[src/rtl/poll_pkg.sv]
package poll_pkg;
  localparam int DQ_W    = 8;
  localparam int POLL_B  = 7;  // inverted while write runs
  localparam int TOG_B   = 6;  // flips between reads while write runs
  localparam int CONF_N  = 2;  // confirmation reads

  typedef enum logic {
    MODE_DATA   = 1'b0,
    MODE_TOGGLE = 1'b1
  } poll_mode_e;
endpackage

[src/rtl/poll_rd_seq.sv]
module poll_rd_seq #(
  parameter int RD_CYC = 4
) (
  input  logic clk_i,
  input  logic rst_ni,
  input  logic run_i,
  output logic ce_no,
  output logic oe_no,
  output logic smp_o
);
  localparam int CW = (RD_CYC > 1) ? $clog2(RD_CYC) : 1;

  logic gap_q;
  logic last;

  generate
    if (RD_CYC == 1) begin : g_single
      assign last = 1'b1;
    end else begin : g_count
      logic [CW-1:0] cnt_q;
      assign last = (cnt_q == CW'(RD_CYC - 1));
      always_ff @(posedge clk_i or negedge rst_ni) begin
        if (!rst_ni)                 cnt_q <= '0;
        else if (!run_i || gap_q)    cnt_q <= '0;
        else if (!last)              cnt_q <= cnt_q + 1'b1;
        else                         cnt_q <= '0;
      end
    end
  endgenerate

  always_ff @(posedge clk_i or negedge rst_ni) begin
    if (!rst_ni)       gap_q <= 1'b0;
    else if (!run_i)   gap_q <= 1'b0;
    else if (gap_q)    gap_q <= 1'b0;
    else if (last)     gap_q <= 1'b1;
  end

  assign ce_no = !(run_i && !gap_q);
  assign oe_no = !(run_i && !gap_q);
  assign smp_o = run_i && !gap_q && last;
endmodule

[src/rtl/poll_judge.sv]
module poll_judge
  import poll_pkg::*;
(
  input  poll_mode_e       mode_i,
  input  logic [DQ_W-1:0]  exp_i,
  input  logic [DQ_W-1:0]  dq_i,
  input  logic             prev_tog_i,
  input  logic             have_prev_i,
  output logic             hit_o,
  output logic             match_o
);
  always_comb begin
    match_o = (dq_i == exp_i);
    if (mode_i == MODE_TOGGLE) hit_o = have_prev_i && (dq_i[TOG_B] == prev_tog_i);
    else                       hit_o = (dq_i[POLL_B] == exp_i[POLL_B]);
  end
endmodule

[src/rtl/poll_wdog.sv]
module poll_wdog #(
  parameter int TMO_WR_CYC = 1_200_000,
  parameter int TMO_ER_CYC = 2_400_000
) (
  input  logic clk_i,
  input  logic rst_ni,
  input  logic run_i,
  input  logic long_i,
  output logic expire_o
);
  localparam int LIM_MAX = (TMO_ER_CYC > TMO_WR_CYC) ? TMO_ER_CYC : TMO_WR_CYC;
  localparam int TW      = $clog2(LIM_MAX + 1);

  logic [TW-1:0] cnt_q;
  logic [TW-1:0] lim;

  assign lim      = long_i ? TW'(TMO_ER_CYC - 1) : TW'(TMO_WR_CYC - 1);
  assign expire_o = run_i && (cnt_q == lim);

  always_ff @(posedge clk_i or negedge rst_ni) begin
    if (!rst_ni)       cnt_q <= '0;
    else if (!run_i)   cnt_q <= '0;
    else if (!expire_o) cnt_q <= cnt_q + 1'b1;
  end
endmodule

[src/rtl/wr_poll.sv]
module wr_poll
  import poll_pkg::*;
#(
  parameter int AW         = 18,
  parameter int RD_CYC     = 4,
  parameter int TMO_WR_CYC = 1_200_000,
  parameter int TMO_ER_CYC = 2_400_000
) (
  input  logic            clk_i,
  input  logic            rst_ni,
  input  logic            start_i,
  input  logic            mode_i,
  input  logic            erase_i,
  input  logic [AW-1:0]   addr_i,
  input  logic [DQ_W-1:0] data_i,
  output logic            busy_o,
  output logic            done_o,
  output logic            err_o,
  output logic            mem_ce_no,
  output logic            mem_oe_no,
  output logic [AW-1:0]   mem_addr_o,
  input  logic [DQ_W-1:0] mem_dq_i
);
  localparam int CFW = $clog2(CONF_N + 1);

  logic            busy_q, done_q, err_q, long_q;
  poll_mode_e      mode_q;
  logic [DQ_W-1:0] exp_q;
  logic [AW-1:0]   addr_q;
  logic [CFW-1:0]  conf_q;
  logic            prev_q, have_prev_q;
  logic            smp, hit, match, expire, win;

  poll_rd_seq #(.RD_CYC(RD_CYC)) u_seq (
    .clk_i (clk_i), .rst_ni(rst_ni), .run_i(busy_q),
    .ce_no (mem_ce_no), .oe_no(mem_oe_no), .smp_o(smp)
  );

  poll_judge u_judge (
    .mode_i(mode_q), .exp_i(exp_q), .dq_i(mem_dq_i),
    .prev_tog_i(prev_q), .have_prev_i(have_prev_q),
    .hit_o(hit), .match_o(match)
  );

  poll_wdog #(.TMO_WR_CYC(TMO_WR_CYC), .TMO_ER_CYC(TMO_ER_CYC)) u_wdog (
    .clk_i(clk_i), .rst_ni(rst_ni), .run_i(busy_q), .long_i(long_q),
    .expire_o(expire)
  );

  assign win = smp && match && (conf_q == CFW'(CONF_N));

  always_ff @(posedge clk_i or negedge rst_ni) begin
    if (!rst_ni) begin
      busy_q      <= 1'b0;
      done_q      <= 1'b0;
      err_q       <= 1'b0;
      long_q      <= 1'b0;
      mode_q      <= MODE_DATA;
      exp_q       <= '0;
      addr_q      <= '0;
      conf_q      <= '0;
      prev_q      <= 1'b0;
      have_prev_q <= 1'b0;
    end else begin
      done_q <= 1'b0;
      err_q  <= 1'b0;
      if (!busy_q) begin
        if (start_i) begin
          busy_q      <= 1'b1;
          long_q      <= erase_i;
          mode_q      <= (erase_i || mode_i) ? MODE_TOGGLE : MODE_DATA;
          exp_q       <= erase_i ? {DQ_W{1'b1}} : data_i;
          addr_q      <= addr_i;
          conf_q      <= '0;
          have_prev_q <= 1'b0;
        end
      end else begin
        if (smp) begin
          prev_q      <= mem_dq_i[TOG_B];
          have_prev_q <= 1'b1;
          if (conf_q == '0) begin
            if (hit) conf_q <= CFW'(1);
          end else if (match) begin
            conf_q <= conf_q + 1'b1;
          end else begin
            conf_q <= '0;
          end
        end
        if (win) begin
          busy_q <= 1'b0;
          done_q <= 1'b1;
        end else if (expire) begin
          busy_q <= 1'b0;
          err_q  <= 1'b1;
        end
      end
    end
  end

  assign busy_o     = busy_q;
  assign done_o     = done_q;
  assign err_o      = err_q;
  assign mem_addr_o = addr_q;
endmodule

[config.mk]
export PLATFORM = sky130hd
export DESIGN_NAME = wr_poll
export DESIGN_NICKNAME = d
export VERILOG_FILES = /design/src/rtl/poll_pkg.sv /design/src/rtl/poll_rd_seq.sv /design/src/rtl/poll_judge.sv /design/src/rtl/poll_wdog.sv /design/src/rtl/wr_poll.sv
export SDC_FILE = /design/constraint.sdc
export NUM_CORES = 1
export LEC_CHECK = 0
export CORE_MARGIN = 2
export CORE_UTILIZATION = 30
export CTS_BUF_LIST = sky130_fd_sc_hd__clkbuf_4 sky130_fd_sc_hd__clkbuf_8 sky130_fd_sc_hd__clkbuf_16
export CTS_CLUSTER_SIZE = 14
export DETAILED_ROUTE_END_ITERATION = 8
export DONT_BUFFER_PORTS = 1
export SYNTH_ARGS = -nofsm -noshare
export SYNTH_HDL_FRONTEND = slang
export SYNTH_HIERARCHICAL = 1
export SYNTH_SLANG_ARGS = --single-unit
[constraint.sdc]
create_clock -name clk_i -period 3.5 [get_ports clk_i]
set_input_delay 0.525 -clock clk_i [delete_from_list [all_inputs] [get_ports clk_i]]
set_output_delay 0.525 -clock clk_i [all_outputs]
set_load 0.03 [all_outputs]
* Yosys cells after proc, flatten, opt, wreduce, memory -nomap -nowiden *
Index checks and enable logic that the tools add are counted.

cells by class
  equal/unequal tests = 9
  reductions and logical operators = 17
  mux-type cells = 29
  $add $sub $neg = 3
  bitwise logic cells = 1

operators by type and width
  kind                                            count
  two-way mux 22 bit                              3
  adder 22 x 1 -> 22 bit (second input constant)  1
  == test 22 bit                                  1
  two-way mux 1 bit                               17
  two-way mux 2 bit                               8
  == test 8 bit                                   1
  two-way mux 8 bit                               1
  logical AND 1 bit                               6
  AND reduction 2 bit                             3
  adder 2 x 1 -> 2 bit (second input constant)    2
  == test 2 bit (second input constant)           2
  logical NOT 1 bit                               3
  != test 3 bit (second input constant)           1
  AND reduction 3 bit                             1
  == test 1 bit                                   2
  logical NOT 2 bit                               1
  logical OR 1 bit                                2
  != test 2 x 1 -> 1 bit (second input constant)  1
  != test 2 bit (second input constant)           1
  nonzero test 2 bit                              1
  NOT 1 bit                                       1

storage, ports and cells
  logic and storage cells = 72
  register bits = 60
  output and inout bits = 23
  bits of input ports = 39

* Longest topological paths before layout *
  word-level depth = 7
  gate-level depth with buffers = 6
  mapped depth without buffers = 6

* Cells and area by module *
The synthesis kept the hierarchy.

modules (own cells, without submodules)
  module       instances  cells each  sequential area each (sq um)  area an instance (sq um)
  wr_poll      1          111         875.8                         1,467.7
  poll_wdog    1          123         550.5                         1,221.2
  poll_rd_seq  1          10          75.1                          146.4
  poll_judge   1          15          0.0                           110.1

* Least setup slack after synthesis *
Ideal clock, no wire load.

  path type = reg2reg
  start point = register busy_q (netlist: busy_o)
  end point = register u_wdog.cnt_q[12]
  data required time = 3,375 ps
  clock period less this slack = 1,888 ps
  buffers on the path = 1
  path slack = 1,612 ps
  library setup time = 125 ps
  stages on the path, launching flop included = 7
  data arrival time = 1,763 ps
  path through = dfrtp_1 nor4b_1 nand3_1 a2111oi_4 or2b_2 buf_6 o21ai_1

between the ends
  word-level cells in the longest chain between the ends = 2
  elaborated cells between the ends (all ways) = 3
  classes of those cells = eq/ne: 1; mux: 1; reduce/logical: 1

ends and longest elaborated chain
  element                  RTL line         RTL
  start, declared          wr_poll.sv:26    logic busy_q, done_q, err_q, long_q;
  start signal, assigned   wr_poll.sv:54    busy_q <= 1'b0;
  start signal, assigned   wr_poll.sv:69    busy_q <= 1'b1;
  start signal, assigned   wr_poll.sv:90    busy_q <= 1'b0;
  logical AND 1 bit        poll_wdog.sv:18  assign expire_o = run_i && (cnt_q == lim);
  != test 2 bit (no line)  --
  end signal, assigned     poll_wdog.sv:23  else if (!expire_o) cnt_q <= cnt_q + 1'b1;
  end, declared            poll_wdog.sv:14  logic [TW-1:0] cnt_q;

Several ways; a longest one is shown, not always the timed one.
A chain may end at the register's enable or synchronous reset.

* Worst setup path in the final report *
  start point = register u_wdog.cnt_q[0]
  end point = register u_wdog.cnt_q[7]

between the ends
  word-level cells in the longest chain between the ends = 3
  elaborated cells between the ends (all ways) = 6
  classes of those cells = add/sub: 1; eq/ne: 2; mux: 2; reduce/logical: 1

ends and longest elaborated chain
  element                  RTL line         RTL
  == test 22 bit           poll_wdog.sv:18
  logical AND 1 bit        poll_wdog.sv:18
  named net expire         wr_poll.sv:32    logic smp, hit, match, expire, win;
  != test 2 bit (no line)  --

The timed path passes the listed nets, and every way through them passes these cells. The select of a mux whose other input is x is not followed.

==> out/qor.log <==
[timing] setup ws final 1.083 ns
[synthesis] share of flip-flops with an asynchronous set or reset after synthesis 100.0%
[timing] clock period minus final worst setup slack 2.417 ns
[setup_path] FF-to-FF End u_wdog/cnt_q[7]$_DFFE_PN0P_
[synthesis] Net Count, Synth 302
[timing] highest achievable clock rate 0.4137 GHz
[global_routing] remaining global-route overflow 0
[synthesis] Yosys warning total 6
[floorplan] die outline area 0.01063 mm2
[timing] setup repair after global routing missed its margin no
[timing] final worst clock skew 0.01048 ns
[clock_network] Clk pin slew, worst setup/hold paths 0.07 ns
[clock_network] total setup buffers inserted after CTS 0
[cells_and_area] area overhead of the layout relative to synthesis 10.32%
[routing] via total after detailed routing 1,920
[synthesis] sequential fraction of the synthesis area 50.98%
[synthesis] number of distinct library cell variants in the gate-level netlist after synthesis 43
[cells_and_area] ratio of cells with drive above 1 in the final layout 17.91%
[clock_network] Clock Latency Late Sink 0.34 ns
[floorplan] Die H 103.1 um
[cells_and_area] most common cell after layout, fill and taps aside sky130_fd_sc_hd__dfrtp_1
[synthesis] leading area contributor after synthesis sky130_fd_sc_hd__dfrtp_1
[routing] number of violations reported at the end of detailed-routing iteration 0 125
[timing] endpoints failing hold 0
[clock_network] Clock Sinks 60
[setup_path] endpoint class of the critical path flop
[timing] relative max-transition margin 46.21%
[clock_network] H-tree depth reported by CTS 3
[timing] number of pins exceeding their max-slew limit in the final report 0
[setup_path] crit-path max FO 13
[routing] drt first pass iters 4
[placement] PortBufs 0
[setup_path] worst reg-to-reg path cell count 5
[clock_network] Hold-fix buffers, CTS 1
[power] pwr/cell area 661.1 mW/mm2
[global_routing] pin count of the biggest net entering global routing 61
[floorplan] Top-Level Pins 62
[timing] measured slew at the worst slew-check pin 0.7994 ns
[floorplan] Placeable Area 0.009639 mm2
[cells_and_area] final layout net count 306
[setup_path] launching element type of the critical path flop
[routing] antenna-violating nets left 0
[timing] number of setup violations in the final report 0
[synthesis] per-instance average area after synthesis 11.37 um2
[setup_path] R2R Path Start u_wdog/cnt_q[0]$_DFFE_PN0P_
[clock_network] TritonCTS clock tree yes
[power] highest ir drop seen on vdd 0.0003586 V
[synthesis] portion of synthesized cell area occupied by the leading cell type 50.98%
[synthesis] cell area after synthesis 0.002945 mm2
[setup_path] crit path kind reg2reg
[synthesis] count of flip-flops with a built-in enable after synthesis 0
[clock_network] clock root buffer sky130_fd_sc_hd__clkbuf_8
[routing] Remaining DRCs 0
[synthesis] Yosys reg bits 60
[synthesis] top cells by area in the synthesized netlist sky130_fd_sc_hd__dfrtp_1, sky130_fd_sc_hd__mux2_4, sky130_fd_sc_hd__xnor2_1
[cells_and_area] most frequent cells in the layout sky130_fd_sc_hd__dfrtp_1, sky130_fd_sc_hd__nand2_1, sky130_fd_sc_hd__xnor2_1, sky130_fd_sc_hd__nor2_1, sky130_fd_sc_hd__mux2_4
[setup_path] slack of the worst reg-to-reg path 1.08 ns
[setup_path] launch point of the worst path u_wdog/cnt_q[0]$_DFFE_PN0P_
[flow_run] # Max-Cap Violations 0
[clock_network] largest buffer count on any clock path 2
[power] leakage power of the design 0.001461 uW
[hold_path] worst min path class in2async
[setup_path] Crit path arrival time 2.63 ns
[placement] DP Wirelength 3871 um
[global_routing] vias in the first global route 1,932
[cells_and_area] number of diodes 0
[synthesis] Post-Syn Instances 259
[timing] sum of negative setup slack 0 ns
[placement] pre-CTS setup slack 1.086 ns
[floorplan] cell row count 36
[routing] total length of routed wires 5724 um
[run_status] result of the run finished, final reports clean
[synthesis] Most used DFF post-synth sky130_fd_sc_hd__dfrtp_1
[global_routing] antenna violations before repair 0
[clock_network] CTS-repair resized insts 0
[setup_path] data required time at the worst endpoint 3.71 ns
[routing] routed len/inst 14.27 um
[setup_path] Critical Path Sink u_wdog/cnt_q[7]$_DFFE_PN0P_
[floorplan] floorplan die width 103.1 um
[placement] placer's final routability congestion estimate 0.8112
[global_routing] wire length of the first global-routing pass 9535 um
[global_routing] GRT Util Overall 11.77%
[clock_network] Num CTS Buffers 9
[routing] via density per instance 4.788
[timing] post-route clock period utilization 69.06%
[floorplan] starting density of the core 30.56%
per-stage QoR:
| step | hold WS, ns | total power [uW] | utilization (%) | cell area, um2 | std cells |
|---|---|---|---|---|---|
| 3_5_place_dp | 0.2308 | 1601 | 31.63 | 3049 | 384 |
| 3_3_place_gp | 0.2306 | 1587 | 31.63 | 3049 | 384 |
| 6_report | 0.03369 | 2148 | 33.71 | 3249 | 401 |
| 5_1_grt | 0.03244 | 2292 | 33.71 | 3249 | 401 |
| 4_1_cts | 0.04876 | 2185 | 33.71 | 3249 | 401 |
| 2_1_floorplan | 0.2294 | 1529 | - | 2945 | 259 |
worst min path at each step:
stage,from,endpoint,cells after the start
finish,rst_ni,mem_addr_o[6]$_DFFE_PN0P_,1
global route,rst_ni,mem_addr_o[5]$_DFFE_PN0P_,1
CTS,rst_ni,mem_addr_o[5]$_DFFE_PN0P_,1
detailed placement,rst_ni,mem_addr_o[5]$_DFFE_PN0P_,0
global placement,rst_ni,mem_addr_o[6]$_DFFE_PN0P_,0
floorplan,rst_ni,busy_o$_DFF_PN0_,0
logic make-up after synthesis:
| kind of cell | share of synthesized area [%] |
|---|---|
| buf+inv | 3.143 |
| fa+ha+maj | 1.699 |
| xor+xnor | 8.326 |
| flops | 50.98 |
| mux | 10.41 |
| simple gates | 17.67 |
| compound gates | 7.774 |
per-layer routing:
metal	GRT usage [%]	routed length (um)
met1	15.03	2661
met2	18.38	2601
met3	4.678	412
met4	3.644	48
met5	0	0
sequential cells by signal, indices dropped and copies added, names as in the netlist, 2 cells and up:
name,count
mem_addr_o,18
exp_q,8
u_wdog/cnt_q,22
conf_q,2
u_seq/g_count.cnt_q,2
critical path, cell delays in order (launching register included):
cell	delay, ns
sky130_fd_sc_hd__dfrtp_1	0.43
sky130_fd_sc_hd__ha_1	0.25
sky130_fd_sc_hd__nand4_1	0.40
sky130_fd_sc_hd__a2111oi_4	0.70
sky130_fd_sc_hd__or2b_2	0.39
sky130_fd_sc_hd__o21ai_0	0.13
Yosys cell counts, types with 2 or more instances:
master,count
sky130_fd_sc_hd__nor4_1,3
sky130_fd_sc_hd__buf_2,2
sky130_fd_sc_hd__nor4bb_1,2
sky130_fd_sc_hd__buf_6,4
sky130_fd_sc_hd__nand3_1,12
sky130_fd_sc_hd__xnor2_1,20
sky130_fd_sc_hd__inv_1,6
sky130_fd_sc_hd__nand4_1,8
sky130_fd_sc_hd__and3_1,4
sky130_fd_sc_hd__and3b_2,3
sky130_fd_sc_hd__ha_1,4
sky130_fd_sc_hd__o211ai_1,2
sky130_fd_sc_hd__o21ai_1,8
sky130_fd_sc_hd__dfrtp_1,60
sky130_fd_sc_hd__nand2b_1,2
sky130_fd_sc_hd__nand3b_1,2
sky130_fd_sc_hd__o21ai_0,14
sky130_fd_sc_hd__and2_1,5
sky130_fd_sc_hd__xor2_1,8
sky130_fd_sc_hd__nor3_1,3
sky130_fd_sc_hd__mux2_4,19
sky130_fd_sc_hd__a21o_1,4
sky130_fd_sc_hd__nor2_1,19
sky130_fd_sc_hd__o21ai_2,2
sky130_fd_sc_hd__nand2_1,25
report_power, final:
group / internal [uW] / switching, uW
combinational: 257 / 178
sequential: 867 / 300
clock: 264 / 282
total: 1390 / 760
layout make-up:
cell class,count,area [um2]
tap,133,166.4
clock inverter,6,41.29
fill,1003,6390
clock buffer,10,131.4
multi-input combinational,184,1351
sequential,60,1501
inverter,6,22.52
timing repair buffer,2,35.03
Power figures use the tool's default switching activity.
